[src/rtl/pcm_tx_pkg.sv]
// Shared types for the PCM serial transmit port.
package pcm_tx_pkg;

    // Timing scheme picked by the strap input.
    typedef enum logic {
        TIMING_FIXED = 1'b0,
        TIMING_VAR   = 1'b1
    } timing_e;

    // Result of synchronizing one external timing input.
    typedef struct packed {
        logic level;
        logic rise;
        logic fall;
    } edge_ev_t;

endpackage

[src/rtl/pcm_edge_sync.sv]
// Synchronizes one asynchronous input into clk and reports its level and
// single-cycle rise/fall pulses. Assumes the input holds each level for
// at least two clk periods.
module pcm_edge_sync
    import pcm_tx_pkg::*;
#(
    parameter int unsigned STAGES = 2
) (
    input  logic     clk,
    input  logic     rst_n,
    input  logic     async_in,
    output edge_ev_t ev_o
);
    localparam int unsigned TOP = STAGES - 1;

    logic [TOP:0] chain_q;
    logic         prev_q;

    // Shift the input through the synchronizer and keep the previous level.
    always_ff @(posedge clk) begin
        if (!rst_n) begin
            chain_q <= '0;
            prev_q  <= 1'b0;
        end else begin
            chain_q <= {chain_q[TOP-1:0], async_in};
            prev_q  <= chain_q[TOP];
        end
    end

    // Decode level and edges.
    always_comb begin
        ev_o.level = chain_q[TOP];
        ev_o.rise  = chain_q[TOP] & ~prev_q;
        ev_o.fall  = ~chain_q[TOP] & prev_q;
    end
endmodule

[src/rtl/pcm_word_latch.sv]
// Holds the most recent encoder sample until a slot picks it up.
// Assumes word_vld is a one-cycle strobe in the clk domain.
module pcm_word_latch #(
    parameter int unsigned W = 8
) (
    input  logic         clk,
    input  logic         rst_n,
    input  logic         load_i,
    input  logic [W-1:0] data_i,
    output logic [W-1:0] held_o
);
    // Capture a new sample on the strobe.
    always_ff @(posedge clk) begin
        if (!rst_n)
            held_o <= '0;
        else if (load_i)
            held_o <= data_i;
    end
endmodule

[src/rtl/pcm_tx_seq.sv]
// Slot sequencer and shift register. In fixed timing, a frame-sync rise arms
// one slot clocked by mclk. In variable timing, the enable level gates slots
// clocked by dclk and repeats the current word while the enable stays high.
// Assumes edges arrive as single-cycle pulses from pcm_edge_sync.
module pcm_tx_seq
    import pcm_tx_pkg::*;
#(
    parameter int unsigned W = 8
) (
    input  logic         clk,
    input  logic         rst_n,
    input  timing_e      mode_i,
    input  edge_ev_t     mclk_i,
    input  edge_ev_t     dclk_i,
    input  edge_ev_t     fs_i,
    input  logic [W-1:0] pend_i,
    output logic         sdata_o,
    output logic         oe_o,
    output logic         slot_n_o
);
    localparam int unsigned     CNT_W = (W > 1) ? $clog2(W) : 1;
    localparam logic [CNT_W-1:0] LAST = CNT_W'(W - 1);

    logic [W-1:0]     shreg_q;
    logic [W-1:0]     cur_q;
    logic [CNT_W-1:0] cnt_q;
    logic             oe_q;
    logic             strobe_n_q;
    logic             armed_q;
    logic             run_q;
    logic [W-1:0]     start_word;
    logic             at_last;

    // A repeat slot reuses the current word; a fresh window takes the held sample.
    always_comb begin
        start_word = run_q ? cur_q : pend_i;
        at_last    = (cnt_q == LAST);
    end

    // Slot control and bit shifting for both timing schemes.
    always_ff @(posedge clk) begin
        if (!rst_n) begin
            shreg_q    <= '0;
            cur_q      <= '0;
            cnt_q      <= '0;
            oe_q       <= 1'b0;
            strobe_n_q <= 1'b1;
            armed_q    <= 1'b0;
            run_q      <= 1'b0;
        end else if (mode_i == TIMING_FIXED) begin
            run_q <= 1'b0;
            if (mclk_i.rise && armed_q) begin
                shreg_q    <= pend_i;
                cur_q      <= pend_i;
                cnt_q      <= '0;
                oe_q       <= 1'b1;
                strobe_n_q <= 1'b0;
                armed_q    <= 1'b0;
            end else if (mclk_i.rise && oe_q && !at_last) begin
                shreg_q <= {shreg_q[W-2:0], 1'b0};
                cnt_q   <= cnt_q + 1'b1;
            end else if (mclk_i.fall && oe_q && at_last) begin
                oe_q       <= 1'b0;
                strobe_n_q <= 1'b1;
            end
            if (fs_i.rise)
                armed_q <= 1'b1;
        end else begin
            armed_q    <= 1'b0;
            strobe_n_q <= 1'b1;
            if (!fs_i.level) begin
                oe_q  <= 1'b0;
                run_q <= 1'b0;
                cnt_q <= '0;
            end else if (dclk_i.rise && !oe_q) begin
                shreg_q <= start_word;
                cur_q   <= start_word;
                cnt_q   <= '0;
                oe_q    <= 1'b1;
                run_q   <= 1'b1;
            end else if (dclk_i.rise && oe_q && !at_last) begin
                shreg_q <= {shreg_q[W-2:0], 1'b0};
                cnt_q   <= cnt_q + 1'b1;
            end else if (dclk_i.fall && oe_q && at_last) begin
                oe_q <= 1'b0;
            end
        end
    end

    // Drive outputs; data is parked low while disabled.
    always_comb begin
        sdata_o  = oe_q & shreg_q[W-1];
        oe_o     = oe_q;
        slot_n_o = strobe_n_q;
    end
endmodule

[src/rtl/pcm_tx_port.sv]
// PCM serial transmit port: synchronizes the external timing inputs, holds
// the encoder sample and shifts it out in fixed or variable timing.
// Assumes clk runs at least four times faster than any external clock and
// that mode_var only changes while no slot is active.
module pcm_tx_port
    import pcm_tx_pkg::*;
#(
    parameter int unsigned PCM_W       = 8,
    parameter int unsigned SYNC_STAGES = 2
) (
    input  logic             clk,
    input  logic             rst_n,
    input  logic             mode_var,
    input  logic [PCM_W-1:0] word_in,
    input  logic             word_vld,
    input  logic             mclk,
    input  logic             fsync,
    input  logic             dclk,
    output logic             sdata,
    output logic             sdata_oe,
    output logic             slot_n
);
    localparam int unsigned N_SYNC = 3;
    localparam int unsigned IX_MCLK = 0;
    localparam int unsigned IX_FS   = 1;
    localparam int unsigned IX_DCLK = 2;

    logic [N_SYNC-1:0] raw_in;
    edge_ev_t          ev [N_SYNC];
    logic [PCM_W-1:0]  pend_word;

    // Gather the external timing inputs for the synchronizer bank.
    always_comb begin
        raw_in          = '0;
        raw_in[IX_MCLK] = mclk;
        raw_in[IX_FS]   = fsync;
        raw_in[IX_DCLK] = dclk;
    end

    for (genvar g = 0; g < N_SYNC; g++) begin : g_sync
        pcm_edge_sync #(.STAGES(SYNC_STAGES)) u_sync (
            .clk      (clk),
            .rst_n    (rst_n),
            .async_in (raw_in[g]),
            .ev_o     (ev[g])
        );
    end

    pcm_word_latch #(.W(PCM_W)) u_latch (
        .clk    (clk),
        .rst_n  (rst_n),
        .load_i (word_vld),
        .data_i (word_in),
        .held_o (pend_word)
    );

    pcm_tx_seq #(.W(PCM_W)) u_seq (
        .clk      (clk),
        .rst_n    (rst_n),
        .mode_i   (timing_e'(mode_var)),
        .mclk_i   (ev[IX_MCLK]),
        .dclk_i   (ev[IX_DCLK]),
        .fs_i     (ev[IX_FS]),
        .pend_i   (pend_word),
        .sdata_o  (sdata),
        .oe_o     (sdata_oe),
        .slot_n_o (slot_n)
    );
endmodule

[config.mk]
export PLATFORM = sky130hd
export DESIGN_NAME = pcm_tx_port
export DESIGN_NICKNAME = d
export VERILOG_FILES = /design/src/rtl/pcm_tx_pkg.sv /design/src/rtl/pcm_edge_sync.sv /design/src/rtl/pcm_word_latch.sv /design/src/rtl/pcm_tx_seq.sv /design/src/rtl/pcm_tx_port.sv
export SDC_FILE = /design/constraint.sdc
export NUM_CORES = 1
export LEC_CHECK = 0
export CORE_MARGIN = 2
export CORE_UTILIZATION = 40
export CTS_BUF_LIST = sky130_fd_sc_hd__clkbuf_8
export DETAILED_ROUTE_END_ITERATION = 7
export PLACE_DENSITY = 0.65
export SETUP_SLACK_MARGIN = 0.15
export SLEW_MARGIN = 10
export SYNTH_ARGS = -nofsm -noshare
export SYNTH_HDL_FRONTEND = slang
export SYNTH_SLANG_ARGS = --single-unit
export TNS_END_PERCENT = 20
[constraint.sdc]
create_clock -name clk -period 3.6 [get_ports clk]
set_input_delay 1.08 -clock clk [delete_from_list [all_inputs] [get_ports clk]]
set_output_delay 1.08 -clock clk [all_outputs]
set_load 0.02 [all_outputs]
==> metrics.cfg <==
[critical_path]
critPathArrivalTime_ps=2860
critical_path_class=primary input to flip-flop
startpoint_type=primary input
critical_path.endpoint_type=flip-flop
worstPathRequired_ps=3790
critical_path.max_fanout=11

[power]
p_sw_share_pct=23.5
irDropWorstVdd_mv=0.206
clock_power_share_pct=37.2
power.share.combinational_pct=7.4
switching_power_mw=0.196
power_mw=0.836
seq_power_share_pct=55.4
internal_power_mw=0.640
leakagePower_nw=0.800
pwr_density_cell_mw_per_mm2=394

[timing]
rsz0062_at_grt=false
fin_worst_skew_ps=3.98
timing.final.crit_share_pct=74.1
hold_violations=0
finalSetupViolCount=0
setup_total_negative_slack_ps=0
maxSlewViolCount=0
max_slew.worst_pin.slew_ps=649
fmax_mhz=375
holdWs_ps=438
post-route-min-period_ps=2670
slew-limit-headroom_pct=56.7

[yosys]
synth-edff-count=0
syn-mean-instance-area_sq_um=9.26
async_flop_share_pct=0
syn_inst=195
synth.lib_cells_used.distinct=40
synth_nets=212
synth.yosys.seq_area_share_pct=44.4
total_of_flip_flops_plus_latches_after_synthesis=40
syn_area_sq_mm=0.00181
synth_warnings=0
ys.flop_type=sky130_fd_sc_hd__dfxtp_1

[clock_network]
cts_max_path_buffers=2
ctsRootBufferMaster=sky130_fd_sc_hd__clkbuf_8
worstSkewPairLatency_ps=280
clock_tree_from_tritoncts=built
post_cts_resized=0
cts-buffers-inserted=5
clock_tree.htree_level_count=2
hold_buffers=0
cts_setup_buffers=0
cts_sinks=40
clkSlewWorstSetupHoldPaths_ps=80

[floorplan]
placement_rows=24
width_of_the_die_um=71.2
io-pin-count=18
dieHeight_um=71.2
floorplan.die_area_sq_mm=0.00507
starting_density_of_the_core_pct=41.5
fp.coreArea_sq_mm=0.00435

[finish]
final_common_cell=sky130_fd_sc_hd__dfxtp_1
post_route_cells_drive_above_1_share_pct=11.7
final.fill_count=424
antenna_cells=0
area_growth_synth_to_finish_pct=17.6
layout.cells.most_common_list=sky130_fd_sc_hd__dfxtp_1 (40), sky130_fd_sc_hd__nor2_1 (20), sky130_fd_sc_hd__clkdlybuf4s50_1 (17)
nNetsFinal=229

[detailed_routing]
vias=1472
antenna_left=0
drc=0
vias_per_cell=5.55
routedWlPerCell_um=14.3
detailedRoute.firstPassIterationCount=4
final_wl_um=3800
initialDrtViolationCount=109

[grt]
track_usage_pct=16.5
globalRoute.totalOverflow=0
grt_pass1_vias=1369
grt_first_pass_wirelength_um=6610
grt_antenna_before_repair=0
pin_count_of_the_biggest_net_entering_global_routing=23

[placed_design]
port_buffers=17
gpl.final_weighted_congestion=0.860
hpwlAfterDp_um=2610

[run_status]
outcome=complete, no violations

[flow_run]
max_cap_viol_count=0

[min_path]
min_path_type=flip-flop to flip-flop

## worst paths after layout
check,startpoint,end,slack [ps],depth (start not counted)
max,mode_var,u_seq.shreg_q[6],930,5
min,g_sync[2].u_sync.chain_q[0],g_sync[2].u_sync.chain_q[1],440,1
max reg2reg,u_seq.cnt_q[0],u_seq.shreg_q[5],1570,6
min reg2reg,g_sync[2].u_sync.chain_q[0],g_sync[2].u_sync.chain_q[1],440,1
## state kept, by name (all words and copies together) (netlist names), 3 cells and up
signal / flops
u_latch.held_o: 8
u_seq.cnt_q: 3
g_sync.u_sync.chain_q: 6
u_seq.cur_q: 8
g_sync.u_sync.prev_q: 3
u_seq.shreg_q: 8
## through the flow
step | std cells | area, sq um | setup slack, ps | util (%)
3_3_place_gp | 257 | 2030 | 706 | 46.5
4_1_cts | 265 | 2120 | 952 | 48.8
3_5_place_dp | 257 | 2030 | 666 | 46.5
5_1_grt | 265 | 2120 | 802 | 48.8
6_report | 265 | 2120 | 931 | 48.8
2_1_floorplan | 195 | 1810 | 1310 | -
## cells by family after synthesis
family          synth area share [%]
buf+inv                         4.57
fa+ha+maj                       1.39
compound gates                  19.8
mux                             5.06
flops                           44.4
simple gates                    24.9
## critical path, cell delays in order
cell	delay, ps
sky130_fd_sc_hd__clkdlybuf4s50_1	580
sky130_fd_sc_hd__nand4bb_1	420
sky130_fd_sc_hd__nand2_1	320
sky130_fd_sc_hd__o221ai_1	180
sky130_fd_sc_hd__o41ai_2	270
## area by class of cell
type | instances | area, sq um | area share [%]
timing repair buffer | 23 | 215 | 10.1
clock inverter | 2 | 15.0 | 0.707
inverter | 6 | 22.5 | 1.06
multi-input combinational | 136 | 922 | 43.4
clock buffer | 6 | 82.6 | 3.89
sequential | 40 | 801 | 37.7
tap | 52 | 65.1 | 3.06
## synthesized netlist by cell type, types with 2 or more instances
master	instances	share of area, %
sky130_fd_sc_hd__nor2b_1	2	0.69
sky130_fd_sc_hd__a31oi_1	3	1.0
sky130_fd_sc_hd__nor3_1	6	1.7
sky130_fd_sc_hd__o31a_1	2	0.97
sky130_fd_sc_hd__o21ai_0	2	0.55
sky130_fd_sc_hd__dfxtp_1	40	44
sky130_fd_sc_hd__inv_1	5	1.0
sky130_fd_sc_hd__a22o_1	2	0.97
sky130_fd_sc_hd__nand4_1	8	2.8
sky130_fd_sc_hd__buf_2	3	0.83
sky130_fd_sc_hd__nor3b_1	3	1.2
sky130_fd_sc_hd__a21oi_1	2	0.55
sky130_fd_sc_hd__and2_1	7	2.4
sky130_fd_sc_hd__o21ai_1	8	2.2
sky130_fd_sc_hd__buf_1	2	0.42
sky130_fd_sc_hd__nand2_1	13	2.7
sky130_fd_sc_hd__clkbuf_1	7	1.5
sky130_fd_sc_hd__o41ai_2	7	6.3
sky130_fd_sc_hd__nor2_1	20	4.2
sky130_fd_sc_hd__nand2b_1	9	3.1
sky130_fd_sc_hd__o221ai_1	7	3.4
sky130_fd_sc_hd__nand4bb_1	2	1.2
sky130_fd_sc_hd__nand3_1	10	2.8
sky130_fd_sc_hd__mux2i_1	8	4.4
sky130_fd_sc_hd__ha_1	2	1.4
## routing by layer
metal	vias to the layer above	GRT usage [%]	part of all wire [%]
met1	686	23.1	49
met5	-	0	0
met2	40	24.8	46
met3	2	3.85	4.4
met4	0	5.87	1.1
li1	744	-	-
## power groups by stage
stage,Clock (mW),Combinational (mW),Sequential (mW)
2_1_floorplan,0,0.0386,0.470
3_3_place_gp,0,0.0612,0.473
3_5_place_dp,0,0.0620,0.473
4_1_cts,0.321,0.0622,0.463
5_1_grt,0.339,0.0692,0.465
6_report,0.311,0.0617,0.463
No activity file was read; power rests on OpenSTA's default activity.
